===== config.mk =====
export PLATFORM = sky130hd
export DESIGN_NAME = bus_hold_arbiter
export DESIGN_NICKNAME = d
export VERILOG_FILES = /design/src/rtl/bha_pkg.sv /design/src/rtl/bha_grant.sv /design/src/rtl/bha_post_buf.sv /design/src/rtl/bha_nmi_latch.sv /design/src/rtl/bha_float.sv /design/src/rtl/bus_hold_arbiter.sv
export SDC_FILE = /design/constraint.sdc
export NUM_CORES = 1
export LEC_CHECK = 0
export BUFFER_PORTS_ARGS = -buffer_cell sky130_fd_sc_hd__clkbuf_2
export CORE_MARGIN = 2
export CORE_UTILIZATION = 44
export DETAILED_ROUTE_END_ITERATION = 6
export GPL_TIMING_DRIVEN = 0
export PLACE_DENSITY = 0.8
export SLEW_MARGIN = 20
export SYNTH_ARGS = -nofsm -noshare
export SYNTH_HDL_FRONTEND = slang
export SYNTH_SLANG_ARGS = --single-unit
export TNS_END_PERCENT = 10

===== constraint.sdc =====
create_clock -name clk -period 1.85 [get_ports clk]
set_input_delay 0.2775 -clock clk [delete_from_list [all_inputs] [get_ports clk]]
set_output_delay 0.2775 -clock clk [all_outputs]
set_load 0.02 [all_outputs]

===== src/rtl/bha_pkg.sv =====
// Shared types for the bus hold arbiter.
// Assumes: gap codes are decoded only by the grant unit.
package bha_pkg;
    typedef enum logic [1:0] {
        GAP_NONE     = 2'b00,
        GAP_INTA     = 2'b01,
        GAP_HALF16   = 2'b10,
        GAP_MISALIGN = 2'b11
    } gap_kind_e;

    localparam int OE_W      = 8;
    localparam int OE_LOCK   = 0;
    localparam int OE_MIO    = 1;
    localparam int OE_DC     = 2;
    localparam int OE_WR     = 3;
    localparam int OE_STROBE = 4;
    localparam int OE_ADDR   = 5;
    localparam int OE_BE     = 6;
    localparam int OE_DATA   = 7;
endpackage


===== src/rtl/bha_grant.sv =====
// Hold grant state: raises the acknowledge only at a legal cycle boundary
// and drops it one edge after the request goes away.
// Assumes: bus_active covers every wait state of a running cycle;
// drain_busy marks the cycle in which a buffered write goes out.
module bha_grant
    import bha_pkg::*;
(
    input  logic      clk,
    input  logic      rst_n,
    input  logic      hold_req,
    input  logic      bus_active,
    input  gap_kind_e gap_kind,
    input  logic      gap_locked,
    input  logic      drain_busy,
    output logic      hold_ack
);
    logic indivisible;
    logic may_grant;

    // Boundaries inside an indivisible sequence refuse the hold.
    always_comb begin
        indivisible = gap_locked || (gap_kind == GAP_INTA) || (gap_kind == GAP_HALF16);
        may_grant   = hold_req && !bus_active && !indivisible && !drain_busy;
    end

    // Acknowledge register: enter on legal grant, leave when request drops.
    always_ff @(posedge clk) begin
        if (!rst_n)
            hold_ack <= 1'b0;
        else if (hold_ack)
            hold_ack <= hold_req;
        else
            hold_ack <= may_grant;
    end

    assert_grant_boundary_R3: assert property (@(posedge clk) disable iff (!rst_n)
        $rose(hold_ack) |-> $past(hold_req && !bus_active && !gap_locked
                                  && gap_kind != GAP_INTA && gap_kind != GAP_HALF16));

    assert_release_R5: assert property (@(posedge clk) disable iff (!rst_n)
        (hold_ack && !hold_req) |=> !hold_ack);

    assert_reset_clear_R4: assert property (@(posedge clk)
        !rst_n |=> !hold_ack);
endmodule


===== src/rtl/bha_post_buf.sv =====
// One-entry write buffer: parks a write while the bus is held and
// presents it for one cycle once the bus comes back.
// Assumes: the core drops or changes its write request once accepted.
module bha_post_buf #(
    parameter int AW = 30,
    parameter int DW = 32
) (
    input  logic          clk,
    input  logic          rst_n,
    input  logic          hold_ack,
    input  logic          wr_req,
    input  logic [AW-1:0] wr_addr,
    input  logic [DW-1:0] wr_data,
    output logic          wb_full,
    output logic          wr_issue,
    output logic [AW-1:0] issue_addr,
    output logic [DW-1:0] issue_data
);
    logic capture;

    // Capture only into an empty buffer during the hold; issue after release.
    always_comb begin
        capture  = hold_ack && wr_req && !wb_full;
        wr_issue = wb_full && !hold_ack;
    end

    // Valid flag: set on capture, cleared by the issue cycle.
    always_ff @(posedge clk) begin
        if (!rst_n)
            wb_full <= 1'b0;
        else if (capture)
            wb_full <= 1'b1;
        else if (wr_issue)
            wb_full <= 1'b0;
    end

    // Payload storage, written only on capture.
    always_ff @(posedge clk) begin
        if (!rst_n) begin
            issue_addr <= '0;
            issue_data <= '0;
        end else if (capture) begin
            issue_addr <= wr_addr;
            issue_data <= wr_data;
        end
    end

    assert_fill_in_hold_R8: assert property (@(posedge clk) disable iff (!rst_n)
        $rose(wb_full) |-> $past(hold_ack && wr_req));

    assert_issue_once_R9: assert property (@(posedge clk) disable iff (!rst_n)
        wr_issue |=> !wr_issue);
endmodule


===== src/rtl/bha_nmi_latch.sv =====
// Single-bit interrupt latch: catches a rising edge and offers it only
// when the bus is not held.
// Assumes: nmi_take never coincides with a fresh edge.
module bha_nmi_latch (
    input  logic clk,
    input  logic rst_n,
    input  logic hold_ack,
    input  logic nmi_in,
    input  logic nmi_take,
    output logic nmi_pending
);
    logic nmi_q;
    logic nmi_rise;
    logic latched;

    // Edge detector and visible flag.
    always_comb begin
        nmi_rise    = nmi_in && !nmi_q;
        nmi_pending = latched && !hold_ack;
    end

    // Previous input sample for edge detection.
    always_ff @(posedge clk) begin
        if (!rst_n)
            nmi_q <= 1'b0;
        else
            nmi_q <= nmi_in;
    end

    // Latch: a set while already set is lost; clear only outside the hold.
    always_ff @(posedge clk) begin
        if (!rst_n)
            latched <= 1'b0;
        else if (nmi_rise)
            latched <= 1'b1;
        else if (nmi_take && !hold_ack)
            latched <= 1'b0;
    end

    assert_pending_after_release_R10: assert property (@(posedge clk) disable iff (!rst_n)
        ($rose(nmi_pending) && !$past(nmi_rise)) |-> $fell(hold_ack));

    assert_take_ignored_R12: assert property (@(posedge clk) disable iff (!rst_n)
        (hold_ack && latched) |=> latched);
endmodule


===== src/rtl/bha_float.sv =====
// Output-enable fan-out: one enable per bus group, all off during the hold.
// Assumes: group order comes from bha_pkg.
module bha_float
    import bha_pkg::*;
(
    input  logic            hold_ack,
    output logic [OE_W-1:0] bus_oe
);
    for (genvar g = 0; g < OE_W; g++) begin : g_grp
        // Each group drives only while the bus is ours.
        always_comb bus_oe[g] = !hold_ack;
    end
endmodule


===== src/rtl/bus_hold_arbiter.sv =====
// Top of the bus hold arbiter: combines grant, write buffer, interrupt latch
// and output floating, and decides when the core must wait.
// Assumes: core requests stay high while core_stall is high.
module bus_hold_arbiter
    import bha_pkg::*;
#(
    parameter int AW = 30,
    parameter int DW = 32
) (
    input  logic            clk,
    input  logic            rst_n,
    input  logic            hold_req,
    input  logic            bus_active,
    input  logic [1:0]      gap_kind,
    input  logic            gap_locked,
    input  logic            core_rd_req,
    input  logic            core_wr_req,
    input  logic [AW-1:0]   core_wr_addr,
    input  logic [DW-1:0]   core_wr_data,
    output logic            core_stall,
    output logic            wr_issue,
    output logic [AW-1:0]   wr_issue_addr,
    output logic [DW-1:0]   wr_issue_data,
    input  logic            nmi_in,
    input  logic            nmi_take,
    output logic            nmi_pending,
    output logic            hold_ack,
    output logic [OE_W-1:0] bus_oe
);
    logic wb_full;

    bha_grant u_grant (
        .clk        (clk),
        .rst_n      (rst_n),
        .hold_req   (hold_req),
        .bus_active (bus_active),
        .gap_kind   (gap_kind_e'(gap_kind)),
        .gap_locked (gap_locked),
        .drain_busy (wr_issue),
        .hold_ack   (hold_ack)
    );

    bha_post_buf #(.AW(AW), .DW(DW)) u_buf (
        .clk        (clk),
        .rst_n      (rst_n),
        .hold_ack   (hold_ack),
        .wr_req     (core_wr_req),
        .wr_addr    (core_wr_addr),
        .wr_data    (core_wr_data),
        .wb_full    (wb_full),
        .wr_issue   (wr_issue),
        .issue_addr (wr_issue_addr),
        .issue_data (wr_issue_data)
    );

    bha_nmi_latch u_nmi (
        .clk         (clk),
        .rst_n       (rst_n),
        .hold_ack    (hold_ack),
        .nmi_in      (nmi_in),
        .nmi_take    (nmi_take),
        .nmi_pending (nmi_pending)
    );

    bha_float u_float (
        .hold_ack (hold_ack),
        .bus_oe   (bus_oe)
    );

    // Stall: reads and second writes in the hold, any request during drain.
    always_comb begin
        core_stall = (hold_ack && core_rd_req)
                  || (hold_ack && core_wr_req && wb_full)
                  || (wr_issue && (core_rd_req || core_wr_req));
    end

    assert_float_R6: assert property (@(posedge clk) disable iff (!rst_n)
        hold_ack |-> (bus_oe == '0));

    assert_read_stall_R7: assert property (@(posedge clk) disable iff (!rst_n)
        (hold_ack && core_rd_req) |-> core_stall);

    assert_no_grant_in_drain_R9: assert property (@(posedge clk) disable iff (!rst_n)
        wr_issue |=> !hold_ack);
endmodule


## Word-level counts from Yosys, hierarchy flattened

Index checks and enable logic that the tools add are counted.
Widths: inputs -> output; s select.

- Word-level logic and storage cells: 38
- Bits in registers: 66
- Output and inout bits: 74

- Muxes and demuxes: 5
- Equality and inequality tests: 2
- Reduce and logical (&&, ||, !) cells: 25

Operators with widths:

| operator | count |
|---|---|
| $logic_and 1x1->1 | 12 |
| $logic_not 1->1 | 6 |
| $logic_or 1x1->1 | 5 |
| $mux 1 | 5 |
| $reduce_bool 2->1 | 2 |
| $eq 2x1->1 const B | 1 |
| $eq 2x2->1 const B | 1 |

## Longest topological paths before layout

- Depth after elaboration: 7
- Gate-level depth with buffers: 5
- Gate-level depth less buffers: 3

## Hierarchy

Synthesis repeated with hierarchy kept, for this count alone.

- Cells, all modules: 296
- Area total of the unflattened synthesis: 2,772.7 µm²

Modules (own cells, without submodules):

| module | area an instance (µm²) | times used | cells an instance |
|---|---|---|---|
| bha_post_buf | 2,570.0 | 1 | 273 |
| bha_nmi_latch | 75.1 | 1 | 8 |
| bha_float | 56.3 | 1 | 8 |
| bha_grant | 51.3 | 1 | 4 |
| bus_hold_arbiter | 20.0 | 1 | 3 |

## Worst setup path after synthesis

No wires, ideal clock.

- Path kind: register to output
- Start point: register u_grant.hold_ack
- End point: output bus_oe[1]
- Arrival time: 997 ps
- Data required time: 1,572 ps
- Cell stages (with the launch flop): 3
- Slack: 575 ps
- Buffers on the path: 1
- Cell sequence: dfxtp_1 inv_1 buf_4

- Cells in the longest elaborated chain, start to end: 1

RTL lines:

| element | line | source |
|---|---|---|
| start, declared | bha_grant.sv:15 | `output logic hold_ack` |
| start signal, assigned | bha_grant.sv:31 | `hold_ack <= hold_req;` |
| start signal, assigned | bha_grant.sv:33 | `hold_ack <= may_grant;` |
| $logic_not 1->1 | n/a |  |
| end, declared | bus_hold_arbiter.sv:28 | `output logic [OE_W-1:0] bus_oe` |

No other way between the ends.

## Worst setup path in the final report

- Start point: register u_grant.hold_ack
- End point: output bus_oe[3]

- Cells in the longest elaborated chain, start to end: 1

RTL lines:

| element | line | source |
|---|---|---|
| $logic_not 1->1 | bha_float.sv:11 | `always_comb bus_oe[g] = !hold_ack;` |

No other way between the ends.

==> key figures <==
Setup path
  • Element type at the critical path end: output port
  • Startpoint Class: register
  • Required @ worst endpoint: 1570 ps
  • CP Data Arrival Time: 1290 ps
  • CP Max Fanout: 10
  • Reg2reg setup slack: roughly 470 ps
  • Kind of critical path: reg -> out

Synthesis
  • Mean post-synth cell area: 8.61 µm²
  • Syn Inst Count: 296
  • Ys Warns: 0
  • Post-synthesis cell area: 2550 µm²
  • Register area share after synthesis: 51.9%
  • Synth top area share: 51.9%
  • Post-synth net total: 369
  • Unique cell type count in the Yosys netlist: 19
  • Area leader, netlist: dfxtp_1
  • Synth area leaders: dfxtp_1 52%, nand2_1 18%, a21boi_1 18%, buf_6 3.1%, buf_4 2.1%
  • Synth Register Bits: between 60 and 70

Floorplan
  • DIE AREA: 6410 µm²
  • Total I/O pin count: approximately 150
  • Row Count: 27
  • Die width: about 80 µm
  • Initial core utilization: 46.0%
  • Die Span Y: 80.1 µm
  • Core Area: 5540 µm²

Clock tree
  • Root Driver: clkbuf_8
  • PostCTS Resize Cnt: 0
  • Skew-Pair Late Insertion Delay: 320 ps
  • CTS Hold Bufs: 0
  • CTS tree: done
  • Clock Sinks: 66
  • H-tree levels: 3
  • Post-CTS Setup Inserts: 0
  • CTS max path bufs: 2
  • CTS buffer count: 9
  • Reg clk slew, reported paths: 70 ps

STA
  • Hold Violations, Final: 0
  • Max Fclk: 639 MHz
  • Fin crit share: 84.6%
  • Worst slew pin tran: about 430 ps
  • Slew headroom: 71.7%
  • Fin crit period: around 1600 ps
  • Unrepaired setup endpoints after global routing: no
  • Max-slew violations: 0
  • Clock skew: 5.32 ps
  • Setup violators final: 0
  • Setup tns final: 0 ps
  • Hold_ws: 156 ps

Finish
  • Non-filler cells in the finished layout: 529
  • Area delta synth->final: 40.6%
  • Nets: 525
  • Most frequent cells in the layout: 145 x clkbuf_2, 125 x nand2_1, 66 x dfxtp_1, 60 x a21boi_1, 10 x clkbuf_8
  • Antenna diodes: 0
  • Most common cell after layout, fill and taps aside: clkbuf_2
  • Layout cells sized above 1: 39.4%

Route
  • Wire length on met2: 2710 µm
  • DR WL met3: between 400 and 500 µm
  • Routed Antenna Nets: 0
  • Routed len/inst: 11.1 µm
  • Detailed Route WL: 5850 µm
  • Drt pass-1 iters: 4
  • Via count: 2400
  • Drt first-iter violations: 53
  • Metal-1 WL: about 2500 µm
  • Highest Signal Layer: met4
  • DRC Markers: 0
  • Vias per cell: 4.54

Placement
  • Port bufs: roughly 150
  • Dpl cells: 513
  • Detailed Place HPWL: ~4400 µm
  • Gpl congestion: around 0.75

Hold path
  • Tightest Hold Check Type: in -> reg

Flow run
  • # Max-Cap Violations: 0

Global routing
  • Largest net degree at the start of global routing: 12
  • Vias in the first global route: 2262
  • First-pass GRT wire length: 9620 µm
  • Global route overflow: 0
  • GRT Resource Usage Total: 19.1%
  • Initial antenna violation count: 0

Power
  • Pleak: 0.00163 µW
  • PwrDens: 827 nW/µm²
  • Worst VDD drop: 0.000509 V

Outcome
  • Status: complete, no violations
-- critical path: stages (launching register included) --
cell and delay [ps]:
dfxtp_1 460, inv_1 200, buf_4 170, clkbuf_2 140
-- flip-flops by register name (all words and copies together), names as in the netlist --
| name | cells |
|---|---|
| u_buf.issue_data | 32 |
| u_grant.hold_ack | 1 |
| u_buf.issue_addr | 30 |
| u_nmi.latched | 1 |
| u_buf.wb_full | 1 |
| u_nmi.nmi_q | 1 |
-- cell type report --
class | count | area, µm²
fillers | 502 | 1960
flip-flops and latches | 66 | 1320
multi-input cells | 202 | 1030
repair buffers | 145 | 726
plain buffers | 27 | 188
clock buffers | 11 | 141
well taps | 72 | 90.1
clock inverters | 5 | 77.6
inverters | 1 | 3.75
-- path summary, 6_finish.rpt --
check | from | cells after the start | to
hold reg to reg | u_buf.issue_data[30] | 2 | u_buf.issue_data[30]
hold / removal | hold_req | 3 | u_grant.hold_ack
setup reg to reg | u_buf.wb_full | 4 | u_buf.issue_data[24]
setup / recovery | u_grant.hold_ack | 3 | bus_oe[3]
-- stage by stage --
step                      cell area, µm²  worst slack (ps)  utilization, %  power [µW]
final                               3580               284            64.7        2960
after global routing                3580               196            64.7        3080
after CTS                           3580               261            64.7        3000
after detailed placement            3360               508            60.7        1700
after global placement              3360               519            60.7        1700
after floorplan                     2550               575               -        1590
-- where the power goes --
part | switching, µW | total [µW] | internal, µW
Sequential | 9.45 | 1450 | 1440
Clock | 503 | 1290 | 791
Combinational | 104 | 218 | 114
Total | 617 | 2960 | 2340
-- cells by family after synthesis --
| logic type | Yosys count | synth area share, % |
|---|---|---|
| xor gates and xnor gates | 1 | 0.344 |
| buffers and inverters | 28 | 7.51 |
| DFF | 66 | 51.9 |
| and+or+nand+nor | 134 | 20.6 |
| AOI/OAI and AO/OA | 67 | 19.6 |
-- synthesized netlist by cell type (all sizes together) --
cell	number
and3b	1
nand2	125
a21oi	2
buf	20
and2	1
a21boi	63
nor2b	3
nand3b	1
inv	1
clkbuf	7
o211a	1
xor2	1
or4	1
dfxtp	66
o21a	1
nor2	2
-- per-layer routing --
layer / GRT usage (%) / vias to the layer above
li1: - / 1252
met1: 22.4 / 1040
met2: 31.7 / 94
met3: 5.62 / 14
met4: 9.32 / 0
met5: 0 / -
Note: power is estimated with default switching activity, not from simulation.
